[src/rtl/a429_tx_pkg.sv]
package a429_tx_pkg;

    typedef enum logic [1:0] {
        S_IDLE,
        S_SEND,
        S_BUSY,
        S_HOLD
    } seq_state_e;

    // Build the on-line bit sequence: element k is the k-th bit sent.
    function automatic logic [31:0] line_order(
        input logic [31:0] data,
        input logic        par_en,
        input logic        par_even
    );
        logic [31:0] w;
        logic [31:0] s;
        w = data;
        if (par_en) begin
            w[31] = par_even ? (^data[30:0]) : ~(^data[30:0]);
        end
        for (int i = 0; i < 8; i++) begin
            s[i] = w[7-i];
        end
        for (int i = 8; i < 32; i++) begin
            s[i] = w[i];
        end
        return s;
    endfunction

endpackage

[src/rtl/a429_tx_regs.sv]
module a429_tx_regs #(
    parameter int DEPTH = 8,
    parameter int IDX_W = 3,
    parameter int CNT_W = 4
) (
    input  logic             clk,
    input  logic             rst_n,
    input  logic             wr_en,
    input  logic             wr_tbl,
    input  logic [IDX_W-1:0] wr_idx,
    input  logic [31:0]      wr_data,
    input  logic [IDX_W-1:0] rd_idx,
    output logic [7:0]       ctrl,
    output logic [CNT_W-1:0] count,
    output logic [31:0]      rd_word
);

    typedef struct packed {
        logic [7:0]                  ctrl;
        logic [CNT_W-1:0]            cnt;
        logic [DEPTH-1:0][31:0]      tbl;
    } regs_t;

    regs_t q, d;

    always_comb begin
        d = q;
        if (wr_en) begin
            if (wr_tbl) begin
                d.tbl[wr_idx] = wr_data;
            end else if (wr_idx == IDX_W'(0)) begin
                d.ctrl = wr_data[7:0];
            end else if (wr_idx == IDX_W'(1)) begin
                if (wr_data > 32'(DEPTH)) begin
                    d.cnt = CNT_W'(DEPTH);
                end else begin
                    d.cnt = wr_data[CNT_W-1:0];
                end
            end
        end
    end

    always_ff @(posedge clk or negedge rst_n) begin
        if (!rst_n) begin
            q <= '0;
        end else begin
            q <= d;
        end
    end

    assign ctrl    = q.ctrl;
    assign count   = q.cnt;
    assign rd_word = q.tbl[rd_idx];

    p_ctrl_hold_r11: assert property (@(posedge clk) disable iff (!rst_n)
        !wr_en |=> $stable(ctrl));

    p_count_cap_r10: assert property (@(posedge clk) disable iff (!rst_n)
        count <= CNT_W'(DEPTH));

endmodule

[src/rtl/a429_tx_seq.sv]
module a429_tx_seq
    import a429_tx_pkg::*;
#(
    parameter int IDX_W = 3,
    parameter int CNT_W = 4
) (
    input  logic             clk,
    input  logic             rst_n,
    input  logic             run,
    input  logic             slow,
    input  logic             par_en,
    input  logic             par_even,
    input  logic             skip,
    input  logic [CNT_W-1:0] count,
    input  logic [31:0]      rd_word,
    input  logic             ser_done,
    input  logic             rep_tick,
    output logic [IDX_W-1:0] rd_idx,
    output logic             start,
    output logic [31:0]      start_word,
    output logic             start_slow
);

    typedef struct packed {
        seq_state_e       st;
        logic [IDX_W-1:0] idx;
        logic             run_prev;
        logic             restart;
    } seq_t;

    seq_t q, d;
    logic             rise;
    logic [CNT_W-1:0] idx_ext;
    logic [CNT_W-1:0] nxt_ext;

    always_comb begin
        d          = q;
        start      = 1'b0;
        rise       = run && !q.run_prev;
        d.run_prev = run;
        idx_ext    = CNT_W'(q.idx);
        nxt_ext    = idx_ext + CNT_W'(1);
        case (q.st)
            S_IDLE: begin
                if (run) begin
                    d.idx     = '0;
                    d.restart = 1'b0;
                    d.st      = S_SEND;
                end
            end
            S_SEND: begin
                if (!run) begin
                    d.st = S_IDLE;
                end else if (count == '0) begin
                    d.st = S_SEND;
                end else if (idx_ext >= count) begin
                    d.idx = '0;
                    d.st  = skip ? S_HOLD : S_SEND;
                end else begin
                    start = 1'b1;
                    d.st  = S_BUSY;
                end
            end
            S_BUSY: begin
                if (rise) begin
                    d.restart = 1'b1;
                end
                if (ser_done) begin
                    if (!run) begin
                        d.restart = 1'b0;
                        d.st      = S_IDLE;
                    end else if (q.restart || rise) begin
                        d.restart = 1'b0;
                        d.idx     = '0;
                        d.st      = S_SEND;
                    end else if (nxt_ext >= count) begin
                        d.idx = '0;
                        d.st  = skip ? S_HOLD : S_SEND;
                    end else begin
                        d.idx = nxt_ext[IDX_W-1:0];
                        d.st  = S_SEND;
                    end
                end
            end
            S_HOLD: begin
                if (!run) begin
                    d.st = S_IDLE;
                end else if (rep_tick) begin
                    d.st = S_SEND;
                end
            end
            default: d.st = S_IDLE;
        endcase
    end

    always_ff @(posedge clk or negedge rst_n) begin
        if (!rst_n) begin
            q <= '{st: S_IDLE, idx: '0, run_prev: 1'b0, restart: 1'b0};
        end else begin
            q <= d;
        end
    end

    assign rd_idx     = q.idx;
    assign start_word = line_order(rd_word, par_en, par_even);
    assign start_slow = slow;

    p_no_start_stopped_r2: assert property (@(posedge clk) disable iff (!rst_n)
        start |-> run);

    p_start_in_range_r10: assert property (@(posedge clk) disable iff (!rst_n)
        start |-> (CNT_W'(rd_idx) < count));

    p_hold_waits_r6: assert property (@(posedge clk) disable iff (!rst_n)
        (q.st == S_HOLD && run && !rep_tick) |=> (q.st == S_HOLD));

    p_rise_top_r3: assert property (@(posedge clk) disable iff (!rst_n)
        ($rose(run) && q.st == S_IDLE) |=> (rd_idx == '0));

endmodule

[src/rtl/a429_tx_ser.sv]
module a429_tx_ser #(
    parameter int HALF_HI   = 2,
    parameter int LO_RATIO  = 8,
    parameter int NULL_BITS = 4
) (
    input  logic        clk,
    input  logic        rst_n,
    input  logic        start,
    input  logic [31:0] word,
    input  logic        slow,
    output logic        tx_hi,
    output logic        tx_lo,
    output logic        done,
    output logic        busy
);

    localparam int HALF_LO  = HALF_HI * LO_RATIO;
    localparam int N_HALVES = 2 * NULL_BITS;
    localparam int TMR_W    = $clog2(HALF_LO * N_HALVES + 1);
    localparam logic [TMR_W-1:0] HL_HI = TMR_W'(HALF_HI - 1);
    localparam logic [TMR_W-1:0] HL_LO = TMR_W'(HALF_LO - 1);
    localparam logic [TMR_W-1:0] NL_HI = TMR_W'(HALF_HI * N_HALVES - 1);
    localparam logic [TMR_W-1:0] NL_LO = TMR_W'(HALF_LO * N_HALVES - 1);

    typedef struct packed {
        logic             busy;
        logic             in_null;
        logic             slow;
        logic [31:0]      word;
        logic [4:0]       bit_cnt;
        logic             half;
        logic [TMR_W-1:0] tmr;
        logic             hi;
        logic             lo;
        logic             done;
    } ser_t;

    ser_t q, d;
    logic [TMR_W-1:0] half_end;
    logic [TMR_W-1:0] null_end;
    logic [4:0]       nbit;

    always_comb begin
        d        = q;
        d.done   = 1'b0;
        half_end = q.slow ? HL_LO : HL_HI;
        null_end = q.slow ? NL_LO : NL_HI;
        nbit     = q.bit_cnt + 5'd1;
        if (!q.busy) begin
            if (start) begin
                d.busy    = 1'b1;
                d.in_null = 1'b0;
                d.slow    = slow;
                d.word    = word;
                d.bit_cnt = '0;
                d.half    = 1'b0;
                d.tmr     = '0;
                d.hi      = word[0];
                d.lo      = ~word[0];
            end
        end else if (q.in_null) begin
            if (q.tmr == null_end) begin
                d.busy    = 1'b0;
                d.in_null = 1'b0;
                d.done    = 1'b1;
                d.tmr     = '0;
            end else begin
                d.tmr = q.tmr + TMR_W'(1);
            end
        end else if (q.tmr == half_end) begin
            d.tmr = '0;
            if (!q.half) begin
                d.half = 1'b1;
                d.hi   = 1'b0;
                d.lo   = 1'b0;
            end else begin
                d.half = 1'b0;
                if (q.bit_cnt == 5'd31) begin
                    d.in_null = 1'b1;
                end else begin
                    d.bit_cnt = nbit;
                    d.hi      = q.word[nbit];
                    d.lo      = ~q.word[nbit];
                end
            end
        end else begin
            d.tmr = q.tmr + TMR_W'(1);
        end
    end

    always_ff @(posedge clk or negedge rst_n) begin
        if (!rst_n) begin
            q <= '0;
        end else begin
            q <= d;
        end
    end

    assign tx_hi = q.hi;
    assign tx_lo = q.lo;
    assign done  = q.done;
    assign busy  = q.busy;

    p_excl_hilo_r7: assert property (@(posedge clk) disable iff (!rst_n)
        !(tx_hi && tx_lo));

    p_start_idle_r8: assert property (@(posedge clk) disable iff (!rst_n)
        start |-> !busy);

    p_null_quiet_r8: assert property (@(posedge clk) disable iff (!rst_n)
        q.in_null |-> (!tx_hi && !tx_lo));

    p_rate_held_r4: assert property (@(posedge clk) disable iff (!rst_n)
        (q.busy && d.busy) |=> $stable(q.slow));

endmodule

[src/rtl/a429_tx_channel.sv]
module a429_tx_channel #(
    parameter int HALF_HI   = 2,
    parameter int LO_RATIO  = 8,
    parameter int NULL_BITS = 4,
    parameter int DEPTH     = 8,
    localparam int IDX_W    = $clog2(DEPTH),
    localparam int CNT_W    = $clog2(DEPTH + 1)
) (
    input  logic             clk,
    input  logic             rst_n,
    input  logic             wr_en,
    input  logic             wr_tbl,
    input  logic [IDX_W-1:0] wr_idx,
    input  logic [31:0]      wr_data,
    input  logic             rep_tick,
    output logic             tx_hi,
    output logic             tx_lo,
    output logic [7:0]       ctrl_rd
);

    logic [7:0]       ctrl;
    logic [CNT_W-1:0] count;
    logic [IDX_W-1:0] rd_idx;
    logic [31:0]      rd_word;
    logic             start;
    logic [31:0]      start_word;
    logic             start_slow;
    logic             ser_done;
    logic             ser_busy;

    a429_tx_regs #(
        .DEPTH (DEPTH),
        .IDX_W (IDX_W),
        .CNT_W (CNT_W)
    ) u_regs (
        .clk     (clk),
        .rst_n   (rst_n),
        .wr_en   (wr_en),
        .wr_tbl  (wr_tbl),
        .wr_idx  (wr_idx),
        .wr_data (wr_data),
        .rd_idx  (rd_idx),
        .ctrl    (ctrl),
        .count   (count),
        .rd_word (rd_word)
    );

    a429_tx_seq #(
        .IDX_W (IDX_W),
        .CNT_W (CNT_W)
    ) u_seq (
        .clk        (clk),
        .rst_n      (rst_n),
        .run        (ctrl[7]),
        .slow       (ctrl[6]),
        .par_en     (ctrl[5]),
        .par_even   (ctrl[4]),
        .skip       (ctrl[3]),
        .count      (count),
        .rd_word    (rd_word),
        .ser_done   (ser_done),
        .rep_tick   (rep_tick),
        .rd_idx     (rd_idx),
        .start      (start),
        .start_word (start_word),
        .start_slow (start_slow)
    );

    a429_tx_ser #(
        .HALF_HI   (HALF_HI),
        .LO_RATIO  (LO_RATIO),
        .NULL_BITS (NULL_BITS)
    ) u_ser (
        .clk   (clk),
        .rst_n (rst_n),
        .start (start),
        .word  (start_word),
        .slow  (start_slow),
        .tx_hi (tx_hi),
        .tx_lo (tx_lo),
        .done  (ser_done),
        .busy  (ser_busy)
    );

    assign ctrl_rd = ctrl;

    p_stopped_quiet_r2: assert property (@(posedge clk) disable iff (!rst_n)
        (!ctrl[7] && !ser_busy) |=> (!tx_hi && !tx_lo));

endmodule

[config.mk]
export PLATFORM = sky130hd
export DESIGN_NAME = a429_tx_channel
export DESIGN_NICKNAME = d
export VERILOG_FILES = /design/src/rtl/a429_tx_pkg.sv /design/src/rtl/a429_tx_regs.sv /design/src/rtl/a429_tx_seq.sv /design/src/rtl/a429_tx_ser.sv /design/src/rtl/a429_tx_channel.sv
export SDC_FILE = /design/constraint.sdc
export NUM_CORES = 1
export LEC_CHECK = 0
export ABC_AREA = 1
export BUFFER_PORTS_ARGS = -buffer_cell sky130_fd_sc_hd__buf_2
export CAP_MARGIN = 5
export CORE_ASPECT_RATIO = 1.4
export CORE_UTILIZATION = 63
export CTS_CLUSTER_DIAMETER = 60
export DETAILED_ROUTE_END_ITERATION = 8
export GPL_TIMING_DRIVEN = 0
export PLACE_DENSITY = 0.81
export SYNTH_ARGS = -nofsm -noshare
export SYNTH_HDL_FRONTEND = slang
export SYNTH_SLANG_ARGS = --single-unit
[constraint.sdc]
create_clock -name clk -period 3.8 [get_ports clk]
set_input_delay 0.76 -clock clk [delete_from_list [all_inputs] [get_ports clk]]
set_output_delay 0.76 -clock clk [all_outputs]
set_load 0.02 [all_outputs]
==> impl_metrics.tcl <==
set metrics [dict create \
    dpl.hpwl_mm 40.7 \
    cts-root-buf "clkbuf_16" \
    crit_buf_inv 7 \
    crit_chain "inv_2 > buf_2 > clkbuf_4 > ha_1 > inv_1 > a21oi_1 > o21a_1 > nor2_1 > nor2_1 > nor3_4 > inv_1 > nor2_4 > inv_2 > o21ai_1 > inv_2 > nor2_2 > o21ai_0 > o21a_1" \
    drive_gt1_frac 0.0643 \
    max_freq_ghz 0.277 \
    cts.htree.levels 2 \
    cp_top_family "buffers and inverters" \
    crit_cells 18 \
    cp_common_cell "inv_2" \
    grt_pass1_wl_mm 89.5 \
    post_cts_buffers 0 \
    crit_type "reg2reg" \
    synth-edff-count 0 \
    final.setup_skew_ps 20.8 \
    area_delta_synth_final_pct 11.1 \
    place.gp.congestion 0.963 \
    cts_sinks 327 \
    synth_area_leaders "dfrtp_1 (49%), nand2_1 (19%), o21ai_0 (10%), inv_1 (5.8%), nand3_1 (5.0%)" \
    synth_compound_area_frac 0.128 \
    syn-mean-instance-area_um2 7.21 \
    cp.required_ps 4200 \
    ff2ff_path_depth 18 \
    postSynth.asyncResetShare 1.00 \
    slew_headroom 0.227 \
    totalWireLength_mm 57.9 \
    worst_skew_pair.late_latency_ps 530 \
    pre_cts_ws_ps -34.2 \
    ys_ff_latch 327 \
    crit_fanout 10 \
    grt_max_degree 127 \
    clk_pin_slew_worst_paths_ps 60 \
    synth_fa_ha_area_frac 0.00824 \
    synth-simple-area-share 0.279 \
    cts_made_buffers 34 \
    synth_common_cells "nand2_1 (852), o21ai_0 (338), dfrtp_1 (327), inv_1 (256), nand3_1 (166)" \
    port-buffer-count 49 \
    finalSetupTns_ps 0 \
    clockBufferDepth 3 \
    vias 16400 \
    finalCritPeriodShare 0.951 \
    ios 50 \
    cts_tree "done" \
    tightest_slew_ps 1150 \
    dominantRegCellSynth "dfrtp_1" \
    hold_path.class "in2async" \
    cp-end-kind "register" \
    finalHoldViolations 0 \
    first_pass_iters 8 \
    startpoint_type "register" \
    synthCells 2317 \
    maxCapViolations 0 \
    yosysSeqAreaShare 0.490 \
    slowest_stage "dfrtp_1" \
    overflow 0 \
    synth_fp_nets 2368 \
    ant_nets 0 \
    rsz0062_at_grt "false" \
    yosys.area.top_type "dfrtp_1" \
    rows 70 \
    final_nets 2455 \
    setup_slack_ps 187 \
    grt_pass1_vias 16000 \
    viasPerCell 5.94 \
    arrival_ps 4010 \
    initialDrtViolationCount 1708 \
    crit_path_max_incr_delay_ps 520 \
    die_area_um2 27200 \
    synthesis.area_um2 16700 \
    drc 0 \
    grt_usage 0.441 \
    yosysMostFrequentCell "nand2_1" \
    coreArea_um2 26100 \
    min_period_ps 3610 \
    post_synth_num_cell_types 37 \
    p_per_area_nw_per_um2 714 \
    synth-warning-count 0 \
    synth_top_area_frac 0.490 \
    antenna_found_initial 2 \
    synth_top_family_by_area "simple AND/OR/NAND/NOR gates" \
    irDropWorstVdd_mv 0.472 \
    setup_viol 0 \
    start_util 0.640 \
    synth-xor-area-share 0.00315 \
    status "complete, no violations" \
    drv_slew 0 \
    dieHeight_um 195 \
    wl_per_cell_um 21.0 \
    finalHoldWorstSlack_ps 255 \
    dieWidth_um 140 \
    synthMuxAreaShare 0 \
    leakage_nw 9.78 \
]
[worst paths after layout]
check                                 from              end  slack (ps)
setup / recovery           u_seq.rd_idx[0]      u_ser.q[12]         190
hold / removal                       rst_n   u_regs.ctrl[7]         250
setup reg to reg           u_seq.rd_idx[0]      u_ser.q[12]         190
hold reg to reg              u_regs.q[145]    u_regs.q[145]         480
max in group asynchronous            rst_n    u_regs.q[148]        2420
min in group clk                wr_data[0]  u_regs.count[0]         470
[placed cells by master (no fill, tap or decap), types with 5 or more instances in the layout]
master       n
nand2_1    852
o21ai_0    338
dfrtp_1    327
inv_1      256
nand3_1    166
nor2_1     133
clkbuf_1    85
buf_2       78
clkbuf_16   35
o21ai_1     23
a21oi_1     20
buf_4       12
ha_1        11
nor4_1      10
o211ai_1     9
nor3_1       7
o22ai_1      7
clkinv_2     6
buf_1        5
xor2_1       5
clkbuf_8     5
[flip-flops by register name, summed over array words and instances (netlist names)]
name          cells
u_ser.tx_lo       1
u_regs.q        256
u_regs.ctrl       8
u_regs.count      4
u_ser.q          48
u_ser.busy        1
u_seq.q           4
u_seq.rd_idx      3
u_ser.tx_hi       1
u_ser.done        1
[layer usage]
| metal | up-vias | GRT usage | wire length [µm] |
|---|---|---|---|
| met5 | - | 0 | 0 |
| met4 | 0 | 0.346 | 4950 |
| met3 | 298 | 0.0998 | 6340 |
| met2 | 1035 | 0.712 | 26800 |
| met1 | 7556 | 0.510 | 19900 |
| li1 | 7462 | - | - |
[cell families after synthesis]
kind of cell / count (synthesis)
AND/OR/NAND/NOR: 1174
AO/OA/AOI/OAI: 412
buffers and inverters: 387
XOR/XNOR: 6
flip-flops: 327
adder cells (fa/ha/maj): 11
[per-stage QoR]
step           area (µm²)  power (mW)  instances  utilization
6_report            18600        13.3       2753        0.711
5_1_grt             18600        14.0       2752        0.711
4_1_cts             18600        13.1       2752        0.711
3_5_place_dp        17400        9.67       2692        0.668
3_3_place_gp        17400        9.50       2690        0.665
2_1_floorplan       16700        8.04       2317            -
[final cells by class]
class / count / area [µm²]
diodes: 1 / 2.50
plain buffers: 126 / 559
clock buffers: 47 / 971
clock inverters: 13 / 153
fillers: 2144 / 7540
inverters: 261 / 980
multi-input cells: 1603 / 7000
flip-flops and latches: 327 / 8180
well taps: 324 / 405
repair buffers: 51 / 310
[power by group]
part	leakage, nW	switching (mW)	internal (mW)
combinational	5.04	3.52	1.52
sequential	4.19	0.491	4.29
clock	0.550	1.43	2.00
[timing repair]
action,CTS,global route
hold buffers,0,0
endpoints found under the setup margin,3,7
resized for setup,1,2
cloned,0,0
No activity file was read; power rests on OpenSTA's default activity.
